`config.mk`:
```
export PLATFORM = sky130hd
export DESIGN_NAME = nand_page_reader
export DESIGN_NICKNAME = d
export VERILOG_FILES = /design/src/rtl/nprd_pkg.sv /design/src/rtl/nprd_strobe.sv /design/src/rtl/nprd_rdy_wait.sv /design/src/rtl/nand_page_reader.sv
export SDC_FILE = /design/constraint.sdc
export NUM_CORES = 1
export LEC_CHECK = 0
export BUFFER_PORTS_ARGS = -buffer_cell sky130_fd_sc_hd__buf_4
export CORE_MARGIN = 3
export CORE_UTILIZATION = 50
export CTS_CLUSTER_SIZE = 30
export DETAILED_ROUTE_END_ITERATION = 10
export PLACE_DENSITY = 0.73
export SYNTH_ARGS = -nofsm -noshare
export SYNTH_HDL_FRONTEND = slang
export SYNTH_SLANG_ARGS = --single-unit
```
`constraint.sdc`:
```
create_clock -name clk -period 4.1 [get_ports clk]
set_input_delay 0.615 -clock clk [delete_from_list [all_inputs] [get_ports clk]]
set_output_delay 0.615 -clock clk [all_outputs]
set_load 0.005 [all_outputs]
```
`src/rtl/nprd_pkg.sv`:
```
package nprd_pkg;

  typedef enum logic [2:0] {
    S_IDLE,
    S_PAUSE,
    S_WAIT,
    S_WR,
    S_RD,
    S_FIN
  } nprd_state_t;

  localparam logic [7:0] OP_READ    = 8'h00;
  localparam logic [7:0] OP_CONFIRM = 8'h30;
  localparam logic [2:0] LAST_STEP  = 3'd6;

  // steps 0 and 6 are commands, 1..5 are address cycles
  function automatic logic step_is_cmd(input logic [2:0] s);
    return (s == 3'd0) || (s == LAST_STEP);
  endfunction

  function automatic logic [7:0] step_byte(input logic [2:0] s, input logic [23:0] pg);
    case (s)
      3'd0:    return OP_READ;
      3'd3:    return pg[7:0];
      3'd4:    return pg[15:8];
      3'd5:    return pg[23:16];
      3'd6:    return OP_CONFIRM;
      default: return 8'h00;
    endcase
  endfunction

  function automatic logic [31:0] eff_len(input logic [31:0] req, input logic [31:0] dflt);
    return (req == 32'd0) ? dflt : req;
  endfunction

endpackage

```
`src/rtl/nprd_strobe.sv`:
```
module nprd_strobe #(
  parameter int LO_CYC = 2,
  parameter int HI_CYC = 2
) (
  input  logic clk,
  input  logic rst_n,
  input  logic en,
  output logic strobe_n,
  output logic sample,
  output logic fin
);
  localparam int MAXC = (LO_CYC > HI_CYC) ? LO_CYC : HI_CYC;
  localparam int CW   = (MAXC > 1) ? $clog2(MAXC + 1) : 1;

  logic          active;
  logic          low;
  logic [CW-1:0] cnt;

  always_ff @(posedge clk) begin
    if (!rst_n) begin
      active <= 1'b0;
      low    <= 1'b0;
      cnt    <= '0;
    end else if (!active) begin
      if (en) begin
        active <= 1'b1;
        low    <= 1'b1;
        cnt    <= CW'(LO_CYC - 1);
      end
    end else if (cnt == '0) begin
      if (low) begin
        low <= 1'b0;
        cnt <= CW'(HI_CYC - 1);
      end else begin
        active <= 1'b0;
      end
    end else begin
      cnt <= cnt - 1'b1;
    end
  end

  assign strobe_n = !(active && low);
  assign sample   = active && low && (cnt == '0);
  assign fin      = active && !low && (cnt == '0);

  // the strobe rises only right after its last low cycle
  p_rise_after_sample_r4: assert property (@(posedge clk) disable iff (!rst_n)
    $rose(strobe_n) |-> $past(sample));

endmodule

```
`src/rtl/nprd_rdy_wait.sv`:
```
module nprd_rdy_wait #(
  parameter int TMO_CYC = 100000
) (
  input  logic clk,
  input  logic rst_n,
  input  logic en,
  input  logic rb_n,
  output logic ready,
  output logic timeout
);
  localparam int TW = $clog2(TMO_CYC + 1);

  logic [1:0]    sync;
  logic [TW-1:0] cnt;

  always_ff @(posedge clk) begin
    if (!rst_n) begin
      sync <= 2'b00;
      cnt  <= '0;
    end else begin
      sync <= {sync[0], rb_n};
      if (!en)
        cnt <= '0;
      else if (cnt != TW'(TMO_CYC - 1))
        cnt <= cnt + 1'b1;
    end
  end

  assign ready   = en && sync[1];
  assign timeout = en && !sync[1] && (cnt == TW'(TMO_CYC - 1));

  // a timeout can only follow a wait that was already running
  p_tmo_in_wait_r9: assert property (@(posedge clk) disable iff (!rst_n)
    timeout |-> $past(en));

endmodule

```
`src/rtl/nand_page_reader.sv`:
```
module nand_page_reader
  import nprd_pkg::*;
#(
  parameter int NCHIP     = 4,
  parameter int CNT_W     = 16,
  parameter int DEF_BYTES = 4314,
  parameter int LO_CYC    = 2,
  parameter int HI_CYC    = 2,
  parameter int PAUSE_CYC = 4,
  parameter int TMO_CYC   = 100000,
  localparam int CHIP_W   = (NCHIP > 1) ? $clog2(NCHIP) : 1
) (
  input  logic              clk,
  input  logic              rst_n,
  input  logic              start,
  input  logic [23:0]       page,
  input  logic [CNT_W-1:0]  byte_count,
  input  logic [CHIP_W-1:0] chip,
  output logic [NCHIP-1:0]  ce_n,
  output logic              cle,
  output logic              ale,
  output logic              we_n,
  output logic              re_n,
  output logic [7:0]        io_out,
  output logic              io_oe,
  input  logic [7:0]        io_in,
  input  logic              rb_n,
  output logic [7:0]        dout,
  output logic              dout_valid,
  output logic              done,
  output logic              err
);
  localparam int PW = (PAUSE_CYC > 1) ? $clog2(PAUSE_CYC + 1) : 1;

  nprd_state_t       state;
  logic [2:0]        step;
  logic              second;
  logic [PW-1:0]     pcnt;
  logic [CNT_W-1:0]  left;
  logic [23:0]       pg;
  logic [CHIP_W-1:0] chip_q;
  logic              err_q;

  // named internal events
  logic busy, in_wr, in_rd, in_wait;
  logic str_n, str_sample, str_fin;
  logic w_ready, w_tmo;

  assign busy    = (state != S_IDLE) && (state != S_FIN);
  assign in_wr   = (state == S_WR);
  assign in_rd   = (state == S_RD);
  assign in_wait = (state == S_WAIT);

  nprd_strobe #(.LO_CYC(LO_CYC), .HI_CYC(HI_CYC)) i_strobe (
    .clk     (clk),
    .rst_n   (rst_n),
    .en      (in_wr || in_rd),
    .strobe_n(str_n),
    .sample  (str_sample),
    .fin     (str_fin)
  );

  nprd_rdy_wait #(.TMO_CYC(TMO_CYC)) i_rdy (
    .clk    (clk),
    .rst_n  (rst_n),
    .en     (in_wait),
    .rb_n   (rb_n),
    .ready  (w_ready),
    .timeout(w_tmo)
  );

  always_ff @(posedge clk) begin
    if (!rst_n) begin
      state  <= S_IDLE;
      step   <= '0;
      second <= 1'b0;
      pcnt   <= '0;
      left   <= '0;
      pg     <= '0;
      chip_q <= '0;
      err_q  <= 1'b0;
    end else begin
      case (state)
        S_IDLE: if (start) begin
          pg     <= page;
          chip_q <= chip;
          left   <= CNT_W'(eff_len(32'(byte_count), 32'(DEF_BYTES)));
          step   <= '0;
          second <= 1'b0;
          err_q  <= 1'b0;
          pcnt   <= PW'(PAUSE_CYC - 1);
          state  <= S_PAUSE;
        end
        S_PAUSE: begin
          if (pcnt == '0) state <= S_WAIT;
          else            pcnt  <= pcnt - 1'b1;
        end
        S_WAIT: begin
          if (w_ready) begin
            state <= second ? S_RD : S_WR;
          end else if (w_tmo) begin
            err_q <= 1'b1;
            state <= S_FIN;
          end
        end
        S_WR: if (str_fin) begin
          if (step == LAST_STEP) begin
            second <= 1'b1;
            pcnt   <= PW'(PAUSE_CYC - 1);
            state  <= S_PAUSE;
          end else begin
            step <= step + 1'b1;
          end
        end
        S_RD: if (str_fin) begin
          if (left == CNT_W'(1)) state <= S_FIN;
          else                   left  <= left - 1'b1;
        end
        default: state <= S_IDLE;
      endcase
    end
  end

  always_ff @(posedge clk) begin
    if (!rst_n) begin
      dout       <= '0;
      dout_valid <= 1'b0;
    end else begin
      dout_valid <= in_rd && str_sample;
      if (in_rd && str_sample) dout <= io_in;
    end
  end

  for (genvar g = 0; g < NCHIP; g++) begin : g_ce
    assign ce_n[g] = !(busy && (chip_q == CHIP_W'(g)));
  end

  assign we_n   = in_wr ? str_n : 1'b1;
  assign re_n   = in_rd ? str_n : 1'b1;
  assign cle    = in_wr && step_is_cmd(step);
  assign ale    = in_wr && !step_is_cmd(step);
  assign io_oe  = in_wr;
  assign io_out = in_wr ? step_byte(step, pg) : 8'h00;
  assign done   = (state == S_FIN);
  assign err    = done && err_q;


  p_cle_ale_excl_r11: assert property (@(posedge clk) disable iff (!rst_n)
    !(cle && ale));
  p_oe_only_write_r11: assert property (@(posedge clk) disable iff (!rst_n)
    io_oe |-> (cle || ale));

  p_one_ce_r2: assert property (@(posedge clk) disable iff (!rst_n)
    $onehot0(~ce_n));
  p_ce_hold_r2: assert property (@(posedge clk) disable iff (!rst_n)
    (busy && $past(busy)) |-> $stable(ce_n));
  // no strobe while the ready wait has not been satisfied
  p_quiet_in_wait_r5: assert property (@(posedge clk) disable iff (!rst_n)
    (in_wait && !w_ready) |=> (we_n && re_n));

  p_no_we_in_read_r6: assert property (@(posedge clk) disable iff (!rst_n)
    !re_n |-> we_n);
  p_valid_from_re_r6: assert property (@(posedge clk) disable iff (!rst_n)
    dout_valid |-> $past(!re_n));

  p_done_single_r8: assert property (@(posedge clk) disable iff (!rst_n)
    done |=> !done);

  p_abort_quiet_r9: assert property (@(posedge clk) disable iff (!rst_n)
    err |-> (&ce_n && we_n && re_n));

endmodule

```
### Word-level counts from Yosys, hierarchy flattened

Cells that the tools add are included.

* flip-flop bits (word level): 85
* output and inout bits: 28
* logic and storage cells: 144

* $add $sub $neg: 5
* eq/ne operators: 30
* muxes and demuxes: 46
* reductions and logical operators: 48

Operators with widths (count)
* 2-to-1 mux 16 bit: 4
* 2-to-1 mux 3 bit: 16
* one-hot mux 16 bit (2 select lines): 1
* one-hot mux 8 bit (4 select lines): 1
* adder 17 x 1 -> 17 bit (second input constant): 1
* equality test 17 bit (second input constant): 1
* inequality test 17 bit (second input constant): 1
* equality test 16 x 1 -> 1 bit (second input constant): 1
* logical AND 1 bit: 16
* logical NOT 16 bit: 1
* inequality test 2 bit (second input constant): 8
* AND reduction 4 bit: 4
* subtractor 16 x 1 -> 16 bit (second input constant): 1
* equality test 3 bit (second input constant): 5
* one-hot mux 3 bit (5 select lines): 1
* 2-to-1 mux 1 bit: 14
* equality test 3 x 2 -> 1 bit (second input constant): 3
* logical NOT 3 bit: 3
* inequality test 3 bit (second input constant): 3
* one-hot mux 3 bit (3 select lines): 1
* logical NOT 1 bit: 8
* 2-to-1 mux 2 bit: 4
* 2-to-1 mux 8 bit: 1
* inequality test 2 x 1 -> 1 bit (second input constant): 4
* other kinds (15): 26

### Logic depth before layout (Yosys ltp)

Gate-level depths: netlist (run 1).

* depth after elaboration: 6
* mapped depth: 8

### Modules after synthesis

A second synthesis (run 1) with hierarchy kept.

* cells, all modules: 573
* area, all modules: 4361.7 um^2

Modules (own cells, without submodules)
* nand_page_reader: instances 1, cells an instance 445, area an instance 3273.1 um^2, seq. area each 1241.2 um^2
* nprd_rdy_wait: instances 1, cells an instance 110, area an instance 923.4 um^2, seq. area each 380.4 um^2
* nprd_strobe: instances 1, cells an instance 18, area an instance 165.2 um^2, seq. area each 80.1 um^2

### Worst setup path before layout (run 1)

OpenSTA, ideal clock, no wires.

* kind: register to output
* start point: register step[0]
* end point: output io_out[0]
* data arrival time: 1.316 ns
* data required time: 3.485 ns
* setup slack: 2.169 ns
* cell stages (with the launch flop): 7
* buffers on the path: 0
* cells stage by stage: dfxtp_1 inv_1 ha_1 nor3_1 nor2_1 o21ai_1 nor2_1

* cells in the longest elaborated chain, start to end: 3
* elaborated cells between the ends (all ways): 6

RTL lines
* start: declaration: line nand_page_reader.sv:36 `logic [2:0] step;`
* start signal: assignment: line nand_page_reader.sv:112 `step <= step + 1'b1;`
* equality test 3 bit or equality test 3 x 2 -> 1 bit (tied branches): line nprd_pkg.sv:22 `case (s)`
* one-hot mux 8 bit (4 select lines) *: line nprd_pkg.sv:22
* 2-to-1 mux 8 bit *: line nand_page_reader.sv:143 `assign io_out = in_wr ? step_byte(step, pg) : 8'h00;`
* end: declaration: line nand_page_reader.sv:24 `output logic [7:0] io_out,`

Every way passes the cells marked *; elsewhere a longest branch is shown, timed or not.

### Worst setup path in the final report (run 1)

* start point: register state[1]
* end point: output io_out[2]

* cells in the longest elaborated chain, start to end: 2

RTL lines
* start: declaration: line nand_page_reader.sv:35 `nprd_state_t state;`
* start signal: assignment: line nand_page_reader.sv:100 `state <= second ? S_RD : S_WR;`
* equality test 3 x 2 -> 1 bit: line nand_page_reader.sv:50 `assign in_wr = (state == S_WR);`
* 2-to-1 mux 8 bit: line nand_page_reader.sv:143

Every way passes these cells.

==> impl_metrics.csv, run 1 <==
group,metric,value,unit
pwr,pwr_density_cell,475,nW/um2
floorplanning,rows,33,
cts,postCtsSetupBuffers,0,
synthesis,synth.top_cells.by_count,"94 x nand2_1, 85 x dfxtp_1, 61 x nor2_1, 56 x a21oi_1, 18 x clkbuf_1",
timing,rsz0062_at_grt,"no",
critical_path,path_max_fanout,21,
hold_path,whs_path_depth,2,
critical_path,crit_path_end_kind,"primary output",
drt,wire_per_inst,14.5,um
finish,nets,666,
timing,slew_violations,0,
cts,cts_tree,"done",
synthesis,netlist_area,4280,um2
hold_path,hold_path.class,"reg2reg",
placement,gp_congestion,0.856,
critical_path,crit_buf_inv,2,
synthesis,synth_cell_type_count,58,
drt,drt_iter0_drc,219,
critical_path,critPathLaunchType,"flip-flop",
cts,cts_max_path_buffers,2,
synthesis,synthFlopType,"dfxtp_1",
timing,clock_skew,0.0100,ns
timing,hold_slack,0.459,ns
cts,insertion_delay,0.36,ns
synthesis,yosysMostFrequentCell,"nand2_1",
synthesis,ys_seq_area_share,39.8,%
placement,portBuffers,81,
critical_path,cp.depth,5,
critical_path,rrSetupSlack,1.36,ns
critical_path,crit_slowest_cell,"dfxtp_1",
drt,vias,4015,
placement,hpwl,7.33,mm
drt,drc_errors,0,
finish,drive_gt1_share,18.6,%
drt,via_per_inst,5.64,
floorplanning,start_util,51.8,%
drt,drt_wl_total,10.3,mm
cts,ctsResizeCount,0,
synthesis,synth_cells,535,
floorplanning,dieWidth,98.5,um
grt,first_global_vias,3717,
critical_path,r2r-end,"left[4]",
drt,wl_met1,4.64,mm
synthesis,synth_edf_count,0,
floorplanning,fp.dieArea,9710,um2
critical_path,path_delay_family,"flip-flops",
floorplanning,core-area,8260,um2
critical_path,max_stage_delay,0.78,ns
timing,tightest_slew,0.962,ns
pwr,p_leak,2.05,nW
critical_path,path_cells,"nand3b_1 -> inv_1 -> o21ai_1 -> nor2_1 -> buf_4",
cts,cts-buffers-inserted,9,
timing,fin_ws,1.09,ns
drt,highest_layer,"met4",
flow_run,cap_viol_max_count,0,
grt,grt_max_degree,56,
synthesis,synth.ff_latch_count,85,
cts,htreeDepth,3,
grt,grt.overflow.total,0,
hold_path,hold_end,"pg[21]",
floorplanning,die_h,98.5,um
timing,setup_viol,0,
cts,clock_sinks,85,
synthesis,ys_async_sr_fraction,0,%
hold_path,hold_start,"pg[21]",
pwr,finalPower,2.45,mW
finish,syn2layout_area_growth,20.5,%
status,status,"complete, no violations",
timing,finalCriticalPeriod,3.01,ns
critical_path,worst-setup-path-type,"reg2out",
floorplanning,ioPinCount,82,
critical_path,r2r_start,"state[1]",
critical_path,required,3.48,ns
placement,place_ws,1.41,ns
synthesis,synth_area_leaders,"dfxtp_1 40%, nand2_1 8.2%, a21oi_1 6.5%",
critical_path,ff2ff_path_depth,6,
cts,cts_root_buffer,"clkbuf_8",
grt,grt_pass1_wl,17.0,mm
drt,dr_wl_met3,572,um
critical_path,crit_arrival,2.39,ns
cts,clk_pin_slew,0.09,ns
grt,grt.total_usage,20.8,%
synthesis,synth_nets,599,
synthesis,yosysTopAreaCellShare,39.8,%
timing,timing.fmax,0.333,GHz
drt,ant_nets,0,
drt,dr.pass1.iters,4,
drt,wl_met2,4.94,mm
synthesis,synth_top_area_cell,"dfxtp_1",
timing,hold_violations,0,
finish,antenna_cells,0,
timing,relSlewSlack,35.8,%
cts,cts.hold.buffers_added,0,
timing,period_share,73.3,%
timing,finalSetupTns,0,ns
synthesis,avgSynthCellArea,8.00,um2
pwr,ir_drop,0.261,mV
grt,antenna_found_initial,0,
synthesis,ys.warnings.count,0,
sequential cells by signal, indices dropped and copies added (netlist names):
signal           count
pg                  24
i_rdy.cnt           17
left                16
dout                 8
pcnt                 3
state                3
step                 3
chip_q               2
i_rdy.sync           2
i_strobe.cnt         2
dout_valid           1
err_q                1
i_strobe.active      1
i_strobe.low         1
second               1
cells by family (layout without fill, tap and decap cells):
group / count (synthesis) / after routing / share of synthesized area, %
DFF: 85 / 85 / 39.8
muxes: 12 / 12 / 2.81
buffers and inverters: 43 / 115 / 4.03
AOI/OAI and AO/OA: 124 / 124 / 18.4
xor gates and xnor gates: 16 / 16 / 3.27
and+or+nand+nor: 245 / 245 / 28.8
adders and majority gates: 10 / 10 / 2.92
routing by layer:
metal / vias to the layer above / global-route usage (%)
met5: - / 0
met4: 0 / 6.62
met3: 20 / 5.73
met2: 96 / 34.3
met1: 1870 / 26.6
li1: 2029 / -
placed cells by master, fill, tap and decap left out, types with 4 or more instances in the layout:
cell type   n
a21oi_1    56
xnor2_1     4
nor3_1     11
or3_1       5
ha_1       10
clkbuf_8    9
inv_1      13
nand2b_1    7
a221oi_1    4
nor4_1      7
and2_1      6
a222oi_1    6
o21ai_0    13
nor2_1     61
nor2b_1     4
mux2i_1    12
o22ai_1     4
xor2_1     12
nand3_1    15
and3_1      5
buf_4      85
nand2_1    94
dfxtp_1    85
nand4_1     8
o21ai_1     9
worst max path at each step:
stage                     slack [ns]         to     start
after floorplan                 2.17  io_out[0]   step[0]
after global placement          1.49   left[14]  state[1]
final                           1.09  io_out[2]  state[1]
after CTS                       1.11  io_out[2]  state[1]
after global routing            0.91  io_out[4]  state[1]
after detailed placement        1.41    left[4]  state[1]
report_power, final:
part	internal, mW	leakage (nW)	switching, mW	total (mW)
logic	0.301	1.24	0.428	0.729
registers	0.929	0.693	0.130	1.06
clock network	0.351	0.113	0.310	0.662
worst register-to-register path, cell delays in order (launching register included):
cell and delay, ns:
dfxtp_1 0.78, or3b_1 0.78, o21ai_2 0.18, o21ai_1 0.38, buf_4 0.30, o21ai_0 0.11
a21oi_1 0.15
layout make-up:
| cell class | instances | area [um2] |
|---|---|---|
| fill | 744 | 3100 |
| multi-input combinational | 407 | 2410 |
| sequential | 85 | 1700 |
| timing repair buffer | 85 | 638 |
| tap | 105 | 131 |
| clock buffer | 10 | 128 |
| clock inverter | 6 | 93.8 |
| inverter | 14 | 52.6 |
per-stage QoR:
stage / std cells / utilization [%] / area [um2]
4_1_cts: 712 / 62.4 / 5160
3_3_place_gp: 696 / 59.8 / 4930
3_5_place_dp: 696 / 59.8 / 4930
5_1_grt: 712 / 62.4 / 5160
2_1_floorplan: 535 / - / 4280
6_report: 712 / 62.4 / 5160
(Power assumes the default switching activity.)
==> run 2: changes to the inputs <==
Clock period 4.1 ns to 2.9 ns, I/O delays scaled along.
==> impl_metrics.csv, run 2 (synthesis results as in run 1) <==
group,metric,value,unit
status,status,"complete, no violations",
placement,gp_congestion,0.900,
grt,first_global_vias,3893,
drt,wire_per_inst,14.7,um
floorplanning,start_util,51.8,%
cts,clk_pin_slew,0.08,ns
cts,cts_max_path_buffers,2,
grt,grt_pass1_wl,17.5,mm
flow_run,cap_viol_max_count,0,
cts,clock_sinks,85,
floorplanning,dieWidth,98.5,um
floorplanning,fp.dieArea,9710,um2
finish,antenna_cells,0,
critical_path,max_stage_delay,0.46,ns
cts,cts_root_buffer,"clkbuf_8",
finish,most-common-layout-cells,"94 x nand2_1, 89 x buf_4, 85 x dfxtp_1",
grt,grt_max_degree,40,
pwr,p_leak,2.06,nW
critical_path,path_max_fanout,8,
drt,dr.pass1.iters,5,
critical_path,path_delay_family,"compound AO/OA/AOI/OAI gates",
floorplanning,die_h,98.5,um
hold_path,hold_path.class,"in2reg",
grt,grt.overflow.total,0,
critical_path,crit_buf_inv,2,
timing,slew_violations,0,
drt,vias,4080,
drt,via_per_inst,5.71,
drt,drt_wl_total,10.5,mm
pwr,pwr_density_cell,667,nW/um2
cts,cts-buffers-inserted,9,
timing,finalSetupTns,0,ns
grt,grt.total_usage,21.5,%
cts,postCtsSetupBuffers,0,
cts,ctsResizeCount,0,
drt,drc_errors,0,
pwr,internal_power,2.23,mW
placement,place_area,4960,um2
critical_path,crit_slowest_cell,"o21ai_1",
cts,cts_tree,"done",
placement,hpwl,7.54,mm
finish,nets,670,
finish,largest_reg_flops,24,
critical_path,worst-setup-path-type,"reg2out",
critical_path,crit_arrival,2.09,ns
timing,relSlewSlack,52.9,%
placement,place_inst,700,
finish,drive_gt1_share,18.9,%
cts,insertion_delay,0.35,ns
pwr,p_sw,1.22,mW
timing,period_share,87.2,%
timing,setup_viol,0,
grt,antenna_found_initial,0,
finish,nFillCells,763,
pwr,pwr-share-clk,25.8,%
floorplanning,rows,33,
floorplanning,core-area,8260,um2
finish,top_regs,"pg: 24 flops, i_rdy.cnt: 17 flops, left: 16 flops",
cts,htreeDepth,3,
pwr,finalPower,3.45,mW
finish,stdcell_area,5170,um2
timing,timing.fmax,0.396,GHz
critical_path,cp_common_cell,"nor2_1",
finish,fin_cells,714,
timing,tightest_slew,0.705,ns
floorplanning,ioPinCount,82,
drt,ant_nets,0,
timing,hold_slack,0.293,ns
pwr,pwr-share-comb,32.0,%
timing,finalCriticalPeriod,2.53,ns
finish,final_common_cell,"nand2_1",
timing,rsz0062_at_grt,"no",
critical_path,crit_path_end_kind,"primary output",
critical_path,required,2.47,ns
cts,cts.hold.buffers_added,0,
drt,drt_iter0_drc,218,
timing,clock_skew,0.00866,ns
timing,hold_violations,0,
placement,portBuffers,81,
finish,largest_register,"pg",
pwr,p_seq_share,42.2,%
pwr,p_sw_share,35.3,%
finish,syn2layout_area_growth,20.7,%
critical_path,path_cells,"inv_1 -> ha_1 -> nor3_1 -> nor2_1 -> o21ai_1 -> nor2_1 -> buf_4",
critical_path,critPathLaunchType,"flip-flop",
pwr,ir_drop,0.394,mV
## run 2: layer usage
layer | global-route usage [%] | vias to the layer above | routed length, um
li1 | - | 2026 | -
met1 | 26.7 | 1898 | 4570
met2 | 34.9 | 133 | 4940
met3 | 5.59 | 23 | 737
met4 | 10.2 | 0 | 262
met5 | 0 | - | 0
## run 2: power groups by stage
stage          Sequential (mW)  Combinational, mW  Clock [mW]
6_report                  1.45               1.10       0.889
3_5_place_dp              1.48               1.09           0
5_1_grt                   1.47               1.23       0.943
3_3_place_gp              1.47               1.06           0
2_1_floorplan             1.44              0.819           0
4_1_cts                   1.45               1.10       0.908
## run 2: area by class of cell
cell class / instances / area (um2) / area share, %
clock inverter: 4 / 73.8 / 1.43
inverter: 14 / 52.6 / 1.02
timing repair buffer: 89 / 668 / 12.9
sequential: 85 / 1700 / 32.9
multi-input combinational: 407 / 2410 / 46.7
tap: 105 / 131 / 2.54
clock buffer: 10 / 128 / 2.47
## run 2: per-stage QoR
step | worst slack (ns) | utilization [%]
2_1_floorplan | 1.15 | -
3_3_place_gp | 0.737 | 60.1
3_5_place_dp | 0.673 | 60.1
4_1_cts | 0.348 | 62.6
5_1_grt | 0.143 | 62.6
6_report | 0.372 | 62.6
## run 2: worst paths after layout
kind | startpoint | to | slack [ns] | depth (start not counted)
hold / removal | rb_n | i_rdy.sync[0] | 0.29 | 2
setup / recovery | step[0] | io_out[4] | 0.37 | 7
hold reg to reg | err_q | err_q | 0.46 | 2
setup reg to reg | state[2] | left[2] | 0.62 | 6
==> run 3: changes to the inputs <==
Settings changed: CELL_PAD_IN_SITES_DETAIL_PLACEMENT from default to 0, CELL_PAD_IN_SITES_GLOBAL_PLACEMENT from default to 1, CORE_UTILIZATION 50 to 41, PLACE_DENSITY 0.73 to default, PLACE_DENSITY_LB_ADDON from default to 0.1, SETUP_SLACK_MARGIN from default to 0.02.
==> impl_metrics.csv, run 3 (synthesis results as in run 1) <==
group,metric,value,unit
critical_path,critPathLaunchType,"flip-flop",
timing,clock_skew,0.0117,ns
finish,fin_util,52.4,%
pwr,p_leak,2.07,nW
critical_path,crit_path_end_kind,"primary output",
critical_path,ff2ff_path_depth,6,
status,status,"complete, no violations",
pwr,pwr-share-comb,31.2,%
timing,timing.fmax,0.383,GHz
placement,place_inst,729,
placement,place_ws,0.492,ns
grt,first_global_vias,3833,
finish,final_common_cell,"nand2_1",
timing,rsz0062_at_grt,"no",
cts,cts_tree,"done",
pwr,p_sw_share,36.3,%
critical_path,r2r-end,"left[0]",
drt,ant_nets,0,
critical_path,crit_slowest_cell,"o21ai_1",
finish,antenna_cells,0,
floorplanning,die_h,108,um
finish,stdcell_area,5220,um2
drt,dr.pass1.iters,5,
flow_run,cap_viol_max_count,0,
cts,clk_pin_slew,0.09,ns
placement,place_area,5010,um2
critical_path,max_stage_delay,0.53,ns
critical_path,crit_buf_inv,2,
floorplanning,core-area,9950,um2
grt,grt_util_met3,4.12,%
floorplanning,rows,36,
cts,htreeDepth,3,
timing,fin_ws,0.288,ns
critical_path,required,2.47,ns
hold_path,hold_path.class,"in2reg",
timing,hold_slack,0.293,ns
pwr,p_sw,1.24,mW
critical_path,path_max_fanout,8,
critical_path,cp_common_cell,"nor2_1",
drt,vias,3999,
hold_path,hold_start,"rb_n",
placement,portBuffers,81,
critical_path,r2r_start,"state[2]",
critical_path,path_delay_family,"compound AO/OA/AOI/OAI gates",
drt,drc_errors,0,
grt,grt.overflow.total,0,
placement,hpwl,7.64,mm
critical_path,worst-setup-path-type,"reg2out",
finish,drive_gt1_share,19.6,%
finish,nets,671,
critical_path,path_cells,"inv_1 -> ha_1 -> nor3_1 -> nor2_1 -> o21ai_1 -> nor2_1 -> buf_4",
grt,grt_pass1_wl,18.2,mm
cts,clock_sinks,85,
timing,finalCriticalPeriod,2.61,ns
timing,slew_violations,0,
drt,wire_per_inst,14.5,um
finish,fin_cells,745,
pwr,pwr_density_cell,656,nW/um2
finish,syn2layout_area_growth,21.9,%
drt,drt_iter0_drc,181,
grt,grt_max_degree,32,
cts,cts_max_path_buffers,2,
timing,setup_viol,0,
hold_path,hold_end,"i_rdy.sync[0]",
finish,most-common-layout-cells,"94 x nand2_1, 90 x buf_4, 84 x dfxtp_1",
pwr,p_seq_share,43.3,%
finish,largest_register,"pg",
floorplanning,dieWidth,108,um
timing,relSlewSlack,55.1,%
grt,met2_usage,30.5,%
placement,gp_congestion,0.861,
grt,grt.total_usage,19.2,%
finish,largest_reg_flops,24,
drt,via_per_inst,5.37,
floorplanning,ioPinCount,82,
pwr,pwr-share-clk,25.5,%
timing,finalSetupTns,0,ns
pwr,ir_drop,0.286,mV
floorplanning,fp.dieArea,11700,um2
critical_path,crit_arrival,2.18,ns
cts,insertion_delay,0.35,ns
pwr,finalPower,3.42,mW
finish,nFillCells,970,
finish,multiInputGateArea,2410,um2
critical_path,rrSetupSlack,0.84,ns
timing,tightest_slew,0.672,ns
cts,cts_root_buffer,"clkbuf_8",
drt,drt_wl_total,10.8,mm
grt,met1_usage,25.8,%
pwr,internal_power,2.18,mW
cts,cts-buffers-inserted,9,
finish,seq_area,1700,um2
floorplanning,start_util,43.0,%
timing,hold_violations,0,
grt,grt-busiest-layer,"met2",
hold_path,whs_path_depth,2,
grt,antenna_found_initial,0,
finish,top_regs,"pg: 24 flops, i_rdy.cnt: 17 flops, left: 16 flops",
timing,period_share,90.1,%
[run 3: changes by cell type in the layout (fill, tap and decap cells not counted), sizes merged]
| cell | previous run | this run |
|---|---|---|
| buf | 89 | 90 |
| bufinv | 2 | 1 |
| clkinv | 1 | 4 |
[run 3: repair_timing]
item	4_1_cts	5_1_grt
setup endpoints to repair	0	8
hold buffers	0	0
resized for setup	0	1
buffers inserted	0	0
[run 3: power by group through the flow]
stage	combinational (mW)	sequential, mW	clock (mW)
2_1_floorplan	0.819	1.44	0
3_3_place_gp	1.05	1.50	0
3_5_place_dp	1.06	1.50	0
4_1_cts	1.07	1.48	0.905
5_1_grt	1.20	1.51	0.959
6_report	1.07	1.48	0.873
[run 3: final cells by class]
type | instances | share of cell area (%)
clock inverter | 6 | 1.34
clock buffer | 10 | 2.64
sequential | 85 | 32.6
inverter | 14 | 1.01
multi-input combinational | 407 | 46.2
tap | 133 | 3.19
timing repair buffer | 90 | 13.0
[run 3: per-layer routing]
layer  vias up  routed length, um
li1       2033                  -
met1      1852               5120
met2        98               4940
met3        16                555
met4         0                172
met5         -                  0
[run 3: worst max path at each step]
stage	start	to	slack (ns)	cells past startpoint
3_3_place_gp	state[1]	io_out[5]	0.59	5
4_1_cts	state[1]	io_out[3]	0.1	5
6_report	step[0]	io_out[5]	0.29	7
3_5_place_dp	state[1]	io_out[6]	0.49	5
2_1_floorplan	step[0]	io_out[0]	1.15	6
5_1_grt	step[0]	io_out[1]	0.11	7
